<file path="config.mk">
export PLATFORM = sky130hd
export DESIGN_NAME = pll_ramp_divider
export DESIGN_NICKNAME = d
export VERILOG_FILES = /design/src/rtl/pll_ramp_pkg.sv /design/src/rtl/pll_ramp_sync.sv /design/src/rtl/pll_ramp_edge.sv /design/src/rtl/pll_ramp_seq.sv /design/src/rtl/pll_ramp_strobe.sv /design/src/rtl/pll_ramp_divider.sv
export SDC_FILE = /design/constraint.sdc
export NUM_CORES = 1
export LEC_CHECK = 0
export BUFFER_PORTS_ARGS = -buffer_cell sky130_fd_sc_hd__buf_2
export CAP_MARGIN = 25
export CORE_UTILIZATION = 53
export DETAILED_ROUTE_END_ITERATION = 8
export HOLD_SLACK_MARGIN = 0.03
export PLACE_DENSITY = 0.84
export SETUP_SLACK_MARGIN = 0.5
export SYNTH_ARGS = -nofsm -noshare
export SYNTH_HDL_FRONTEND = slang
export SYNTH_SLANG_ARGS = --single-unit
</file>
<file path="constraint.sdc">
create_clock -name clk_i -period 4.9 [get_ports clk_i]
set_input_delay 0.245 -clock clk_i [delete_from_list [all_inputs] [get_ports clk_i]]
set_output_delay 0.245 -clock clk_i [all_outputs]
set_load 0.01 [all_outputs]
</file>
<file path="src/rtl/pll_ramp_pkg.sv">
package pll_ramp_pkg;

    localparam int STAGE_W  = 2;
    localparam int N_DIV    = 3;

    typedef logic [STAGE_W-1:0] stage_code_t;

    typedef enum logic [2:0] {
        RS_IDLE = 3'd0,
        RS_DIV8 = 3'd1,
        RS_DIV4 = 3'd2,
        RS_DIV2 = 3'd3,
        RS_FULL = 3'd4
    } ramp_state_e;

    localparam stage_code_t STG_DIV8 = 2'd0;
    localparam stage_code_t STG_DIV4 = 2'd1;
    localparam stage_code_t STG_DIV2 = 2'd2;
    localparam stage_code_t STG_FULL = 2'd3;

    // divide ratio of divided stage i (0 = slowest)
    function automatic int div_ratio(input int idx);
        return 8 >> idx;
    endfunction

endpackage

</file>
<file path="src/rtl/pll_ramp_sync.sv">
module pll_ramp_sync #(
    parameter int DEPTH = 2
) (
    input  logic clk_i,
    input  logic rst_ni,
    input  logic d_i,
    output logic q_o
);

    typedef struct packed {
        logic [DEPTH-1:0] chain;
    } sync_regs_t;

    sync_regs_t s_d, s_q;

    always_comb begin
        s_d       = s_q;
        s_d.chain = {s_q.chain[DEPTH-2:0], d_i};
    end

    always_ff @(posedge clk_i or negedge rst_ni) begin
        if (!rst_ni) begin
            s_q <= '0;
        end else begin
            s_q <= s_d;
        end
    end

    assign q_o = s_q.chain[DEPTH-1];

endmodule

</file>
<file path="src/rtl/pll_ramp_edge.sv">
module pll_ramp_edge (
    input  logic clk_i,
    input  logic rst_ni,
    input  logic lvl_i,
    output logic rise_o
);

    typedef struct packed {
        logic prev;
    } edge_regs_t;

    edge_regs_t e_d, e_q;

    always_comb begin
        e_d      = e_q;
        e_d.prev = lvl_i;
    end

    always_ff @(posedge clk_i or negedge rst_ni) begin
        if (!rst_ni) begin
            e_q <= '0;
        end else begin
            e_q <= e_d;
        end
    end

    assign rise_o = lvl_i & ~e_q.prev;

endmodule

</file>
<file path="src/rtl/pll_ramp_seq.sv">
module pll_ramp_seq
    import pll_ramp_pkg::*;
#(
    parameter int LEN_DIV8 = 8,
    parameter int LEN_DIV4 = 16,
    parameter int LEN_DIV2 = 32,
    parameter int CNT_W    = 5
) (
    input  logic              clk_i,
    input  logic              rst_ni,
    input  logic              sel_lvl_i,
    input  logic              sel_rise_i,
    input  logic              ramp_en_i,
    output ramp_state_e       state_o,
    output logic [CNT_W-1:0]  cnt_o
);

    localparam logic [CNT_W-1:0] LAST_DIV8 = CNT_W'(LEN_DIV8 - 1);
    localparam logic [CNT_W-1:0] LAST_DIV4 = CNT_W'(LEN_DIV4 - 1);
    localparam logic [CNT_W-1:0] LAST_DIV2 = CNT_W'(LEN_DIV2 - 1);

    typedef struct packed {
        ramp_state_e      state;
        logic [CNT_W-1:0] cnt;
    } seq_regs_t;

    seq_regs_t r_d, r_q;

    // advance within a divided stage, moving on after its last cycle
    function automatic seq_regs_t step_stage(input seq_regs_t cur,
                                             input logic [CNT_W-1:0] last,
                                             input ramp_state_e nxt);
        seq_regs_t res;
        res = cur;
        if (cur.cnt == last) begin
            res.state = nxt;
            res.cnt   = '0;
        end else begin
            res.cnt   = cur.cnt + 1'b1;
        end
        return res;
    endfunction

    always_comb begin
        r_d = r_q;
        if (!sel_lvl_i) begin
            r_d.state = RS_IDLE;
            r_d.cnt   = '0;
        end else begin
            unique case (r_q.state)
                RS_IDLE: begin
                    if (sel_rise_i) begin
                        r_d.state = ramp_en_i ? RS_DIV8 : RS_FULL;
                        r_d.cnt   = '0;
                    end
                end
                RS_DIV8: r_d = step_stage(r_q, LAST_DIV8, RS_DIV4);
                RS_DIV4: r_d = step_stage(r_q, LAST_DIV4, RS_DIV2);
                RS_DIV2: r_d = step_stage(r_q, LAST_DIV2, RS_FULL);
                RS_FULL: r_d.cnt = '0;
                default: begin
                    r_d.state = RS_IDLE;
                    r_d.cnt   = '0;
                end
            endcase
        end
    end

    always_ff @(posedge clk_i or negedge rst_ni) begin
        if (!rst_ni) begin
            r_q.state <= RS_IDLE;
            r_q.cnt   <= '0;
        end else begin
            r_q <= r_d;
        end
    end

    assign state_o = r_q.state;
    assign cnt_o   = r_q.cnt;

endmodule

</file>
<file path="src/rtl/pll_ramp_strobe.sv">
module pll_ramp_strobe
    import pll_ramp_pkg::*;
#(
    parameter int CNT_W = 5
) (
    input  ramp_state_e      state_i,
    input  logic [CNT_W-1:0] cnt_i,
    output logic             ce_o,
    output stage_code_t      stage_o,
    output logic             done_o
);

    logic [N_DIV-1:0] phase_hit;

    // one terminal-phase detector per divided stage
    for (genvar i = 0; i < N_DIV; i++) begin : g_phase
        localparam logic [CNT_W-1:0] MASK = CNT_W'(div_ratio(i) - 1);
        assign phase_hit[i] = ((cnt_i & MASK) == MASK);
    end

    always_comb begin
        ce_o    = 1'b0;
        stage_o = STG_DIV8;
        done_o  = 1'b0;
        unique case (state_i)
            RS_IDLE: begin
                ce_o    = 1'b0;
                stage_o = STG_DIV8;
            end
            RS_DIV8: begin
                ce_o    = phase_hit[0];
                stage_o = STG_DIV8;
            end
            RS_DIV4: begin
                ce_o    = phase_hit[1];
                stage_o = STG_DIV4;
            end
            RS_DIV2: begin
                ce_o    = phase_hit[2];
                stage_o = STG_DIV2;
            end
            RS_FULL: begin
                ce_o    = 1'b1;
                stage_o = STG_FULL;
                done_o  = 1'b1;
            end
            default: begin
                ce_o    = 1'b0;
                stage_o = STG_DIV8;
            end
        endcase
    end

endmodule

</file>
<file path="src/rtl/pll_ramp_divider.sv">
module pll_ramp_divider
    import pll_ramp_pkg::*;
#(
    parameter int SYNC_DEPTH = 2,
    parameter int LEN_DIV8   = 8,
    parameter int LEN_DIV4   = 16,
    parameter int LEN_DIV2   = 32
) (
    input  logic       clk_i,
    input  logic       rst_ni,
    input  logic       ramp_en_i,
    input  logic       sel_i,
    output logic       ce_o,
    output logic [1:0] stage_o,
    output logic       done_o
);

    localparam int LEN_MAX_A = (LEN_DIV8 > LEN_DIV4) ? LEN_DIV8 : LEN_DIV4;
    localparam int LEN_MAX   = (LEN_MAX_A > LEN_DIV2) ? LEN_MAX_A : LEN_DIV2;
    localparam int CNT_W     = (LEN_MAX > 2) ? $clog2(LEN_MAX) : 1;

    logic             sel_sync;
    logic             sel_rise;
    ramp_state_e      seq_state;
    logic [CNT_W-1:0] seq_cnt;
    logic             ramp_active;
    stage_code_t      stage_code;

    pll_ramp_sync #(
        .DEPTH (SYNC_DEPTH)
    ) sync_i (
        .clk_i  (clk_i),
        .rst_ni (rst_ni),
        .d_i    (sel_i),
        .q_o    (sel_sync)
    );

    pll_ramp_edge edge_i (
        .clk_i  (clk_i),
        .rst_ni (rst_ni),
        .lvl_i  (sel_sync),
        .rise_o (sel_rise)
    );

    pll_ramp_seq #(
        .LEN_DIV8 (LEN_DIV8),
        .LEN_DIV4 (LEN_DIV4),
        .LEN_DIV2 (LEN_DIV2),
        .CNT_W    (CNT_W)
    ) seq_i (
        .clk_i      (clk_i),
        .rst_ni     (rst_ni),
        .sel_lvl_i  (sel_sync),
        .sel_rise_i (sel_rise),
        .ramp_en_i  (ramp_en_i),
        .state_o    (seq_state),
        .cnt_o      (seq_cnt)
    );

    pll_ramp_strobe #(
        .CNT_W (CNT_W)
    ) strobe_i (
        .state_i (seq_state),
        .cnt_i   (seq_cnt),
        .ce_o    (ce_o),
        .stage_o (stage_code),
        .done_o  (done_o)
    );

    assign stage_o     = stage_code;
    assign ramp_active = (seq_state != RS_IDLE);

endmodule

</file>
==> results.md <==
## Final layout
• Antenna Cells: 0
• fill cell instance count of the final layout: 104
• core utilization of the finished layout: 0.6560
• ratio of cells with drive above 1 in the final layout: 0.2025
• area added between synthesis and finish: 10.23%
• Final #Nets: 89

## STA
• Final Critical Period: 1.963 ns
• transition time of the tightest slew-check pin: 0.4523 ns
• RSZ-0062 raised after global routing: false
• fraction of the cycle the final worst path needs: 0.4006
• Highest Clock Rate: 509.4 MHz
• setup total negative slack: 0 ns
• count of final hold-check violations: 0
• Hold Slack: 0.08495 ns
• total count of max-transition violations in the final report: 0
• tightest slew margin relative to the limit: 0.6985
• total of endpoints with negative setup slack in the final report: 0
• Worst Skew: 0.005043 ns

## Setup path
• required time of the worst setup path: 5.05 ns
• type of the worst setup path: reg2reg
• launch point of the worst reg-to-reg path: seq_i.cnt_o[0]$_DFFE_PN0P_
• crit start category: register
• maximum net fanout on the critical path: 4
• number of buffers and inverters on the critical path: 0
• terminus of the critical flop-to-flop path: seq_i.state_o[0]$_DFFE_PN0P_
• cell type of the slowest stage on the worst timing path: dfrtp_1
• family of cells with the greatest summed delay on the critical path: multiplexers
• number of cells on the worst reg-to-reg path: 7
• worst setup slack for register-to-register paths: 2.94 ns
• Critical Path Most Common Cell: ha_1
• CP arrival: 2.11 ns
• critical path capture point type: register
• longest individual stage delay on the worst path: 0.39 ns
• worst-path cell chain: ha_1 -> and3_1 -> ha_1 -> mux2i_1 -> a22o_1 -> o21ai_1 -> mux2_1
• Stages on worst setup path: 7

## CTS
• Root Buffer Master: clkbuf_4
• TritonCTS buffer count: 3
• CTS max path bufs: 2
• number of resized instances in the post-cts repair step: 0
• clock latency on the worst-skew pair: 0.27 ns
• CTS HTree Levels: 1
• clk sinks: 11
• CTS tree: built
• hold-fix buffer count after cts: 1
• clock-pin slew on the worst setup and hold paths: 0.08 ns
• post-CTS setup buffer count: 0

## Floorplan
• initial standard-cell utilization of the core: 0.5951
• overall die width: 38.26 microns
• area of the core: 0.001171 sq mm
• number of placed I/O pins: 8
• Die Ht: 38.26 microns
• Std-Cell Rows: 12
• die outline area: 0.001464 sq mm

## GRT
• grt ovf: 0
• GRT Util Overall: 0.2218
• number of global-route vias before repair: 521
• largest net degree at the start of global routing: 16
• number of antenna violations at the first check in global routing: 0
• first-pass GRT wire length: 2242 microns

## Drt
• number of vias in the routed layout: 522
• drc violations: 0
• wire per inst: 13.60 microns
• violation count after the first detailed-route iteration: 9
• detailed-routing iteration count for the pre-antenna-repair pass: 4
• routed vias/inst: 5.613
• Post-Route WL: 1265 microns
• residual antenna-violating net count after detailed routing: 0

## Placement
• GPL Wtd Cong: 0.8748
• number of port buffers: 7
• final HPWL from detailed placement: 946.5 microns

## Power
• Lkg Pwr: 0.3683 nW
• total power divided by cell area: 237.8 mW/mm^2
• worst-case vdd ir drop: 0.0002093 V

## Logic synthesis
• top cells by area, synth: dfrtp_1, ha_1, a22o_1
• total of flip-flops plus latches after synthesis: 11
• post-synth net total: 79
• sequential element share of the synthesized area: 0.3950
• top_reg_cell synth: dfrtp_1
• largest area contributor in the synthesized netlist: dfrtp_1
• synthesized area per cell: 9.956 sq um
• proportion of register bits with asynchronous set or reset after synthesis: 1.000
• Gate Count Post-Synth: 70
• Netlist cell types: 34
• number of enable flip-flop cells after synthesis: 0
• area share of the largest cell type after synthesis: 0.3950
• post-synth design cell area: 696.9 sq um
• Synth Warn #: 0

## Job
• number of violations of the max-capacitance limit: 0

## Run status
• outcome: finished, final reports clean

## Worst hold path
• terminating pin of the worst hold path: sync_i.s_q[0]$_DFF_PN0_
• Worst Hold Path Cells: 1
• start point of the worst min-delay path: sel_i
• type of the worst min-delay path: in2reg

==> synth_stat cells (2+ instances only) <==
cell and instances:
nor2b_1 2, nand2_1 6, mux2_2 2, a22oi_1 2, nor3b_1 2, dfrtp_1 11
a22o_1 3, ha_1 5, inv_1 5, nor2_1 6, o21ai_0 2, clkbuf_1 2
==> report_power, final <==
part	switching (mW)	total, mW	internal, mW
logic	0.0112	0.0206	0.00949
clock network	0.0328	0.0629	0.0301
registers	0.00555	0.0991	0.0936
==> per-stage QoR <==
step	cell area (sq um)	worst slack, ns	power [mW]	cells
2_1_floorplan	696.9	3.102	0.1137	70
3_3_place_gp	730.7	3.061	0.1202	88
3_5_place_dp	730.7	2.958	0.1211	88
4_1_cts	768.2	2.943	0.1830	93
5_1_grt	768.2	2.790	0.1905	93
6_report	768.2	2.937	0.1827	93
==> cell type report <==
cell class	count	area (sq um)	share of cell area
Clock inverter	1	5.005	0.006515
Clock buffer	3	22.52	0.02932
Sequential cell	11	275.3	0.3583
Inverter	5	18.77	0.02443
Tap cell	14	17.52	0.02280
Multi-Input combinational cell	51	384.1	0.5000
Timing Repair Buffer	8	45.04	0.05863
==> routing by layer <==
layer	track usage	routed length [microns]
met4	0.08036	11
met3	0.01744	18
met1	0.2734	629
met2	0.3983	606
met5	0	0
==> flip-flops by register name, indices dropped and copies added (netlist names) <==
signal and count:
edge_i.e_q 1, seq_i.cnt_o 5, seq_i.state_o 3, sync_i.s_q 2
==> kinds of logic (layout without fill, tap and decap cells) <==
group                    count (synthesis)  in the layout  share of synthesized area
AO/OA/AOI/OAI                           15             15                     0.1634
AND/OR/NAND/NOR                         26             26                     0.2226
multiplexers                             4              4                    0.06283
adder cells (fa/ha/maj)                  5              5                    0.08977
buffers and inverters                    8             17                    0.05387
flip-flops                              11             11                     0.3950
XOR/XNOR                                 1              1                    0.01257
==> worst reg2reg max path, cell delays in order (launching register included) <==
cell and delay [ns]:
dfrtp_1 0.39, ha_1 0.21, and3_1 0.21, ha_1 0.20
mux2i_1 0.10, a22o_1 0.24, o21ai_1 0.15, mux2_1 0.34
==> worst max path at each step <==
stage / slack (ns) / from / to
3_5_place_dp: 2.96 / seq_i.cnt_o[0]$_DFFE_PN0P_ / seq_i.state_o[0]$_DFFE_PN0P_
2_1_floorplan: 3.10 / seq_i.cnt_o[0]$_DFFE_PN0P_ / seq_i.state_o[0]$_DFFE_PN0P_
6_report: 2.94 / seq_i.cnt_o[0]$_DFFE_PN0P_ / seq_i.state_o[0]$_DFFE_PN0P_
3_3_place_gp: 3.06 / seq_i.cnt_o[0]$_DFFE_PN0P_ / seq_i.state_o[0]$_DFFE_PN0P_
5_1_grt: 2.79 / seq_i.cnt_o[0]$_DFFE_PN0P_ / seq_i.state_o[0]$_DFFE_PN0P_
4_1_cts: 2.94 / seq_i.cnt_o[0]$_DFFE_PN0P_ / seq_i.state_o[0]$_DFFE_PN0P_
==> layout by cell type (no fill, tap or decap), types with 2 or more instances in the layout <==
cell      netlist  routed
nor2b_1         2       2
nor3b_1         2       2
a22oi_1         2       2
mux2_2          2       2
buf_2           0       7
clkbuf_4        0       3
nor2_1          6       6
dfrtp_1        11      11
inv_1           5       5
a22o_1          3       3
o21ai_0         2       2
nand2_1         6       6
ha_1            5       5
Note: power is estimated with default switching activity, not from simulation.
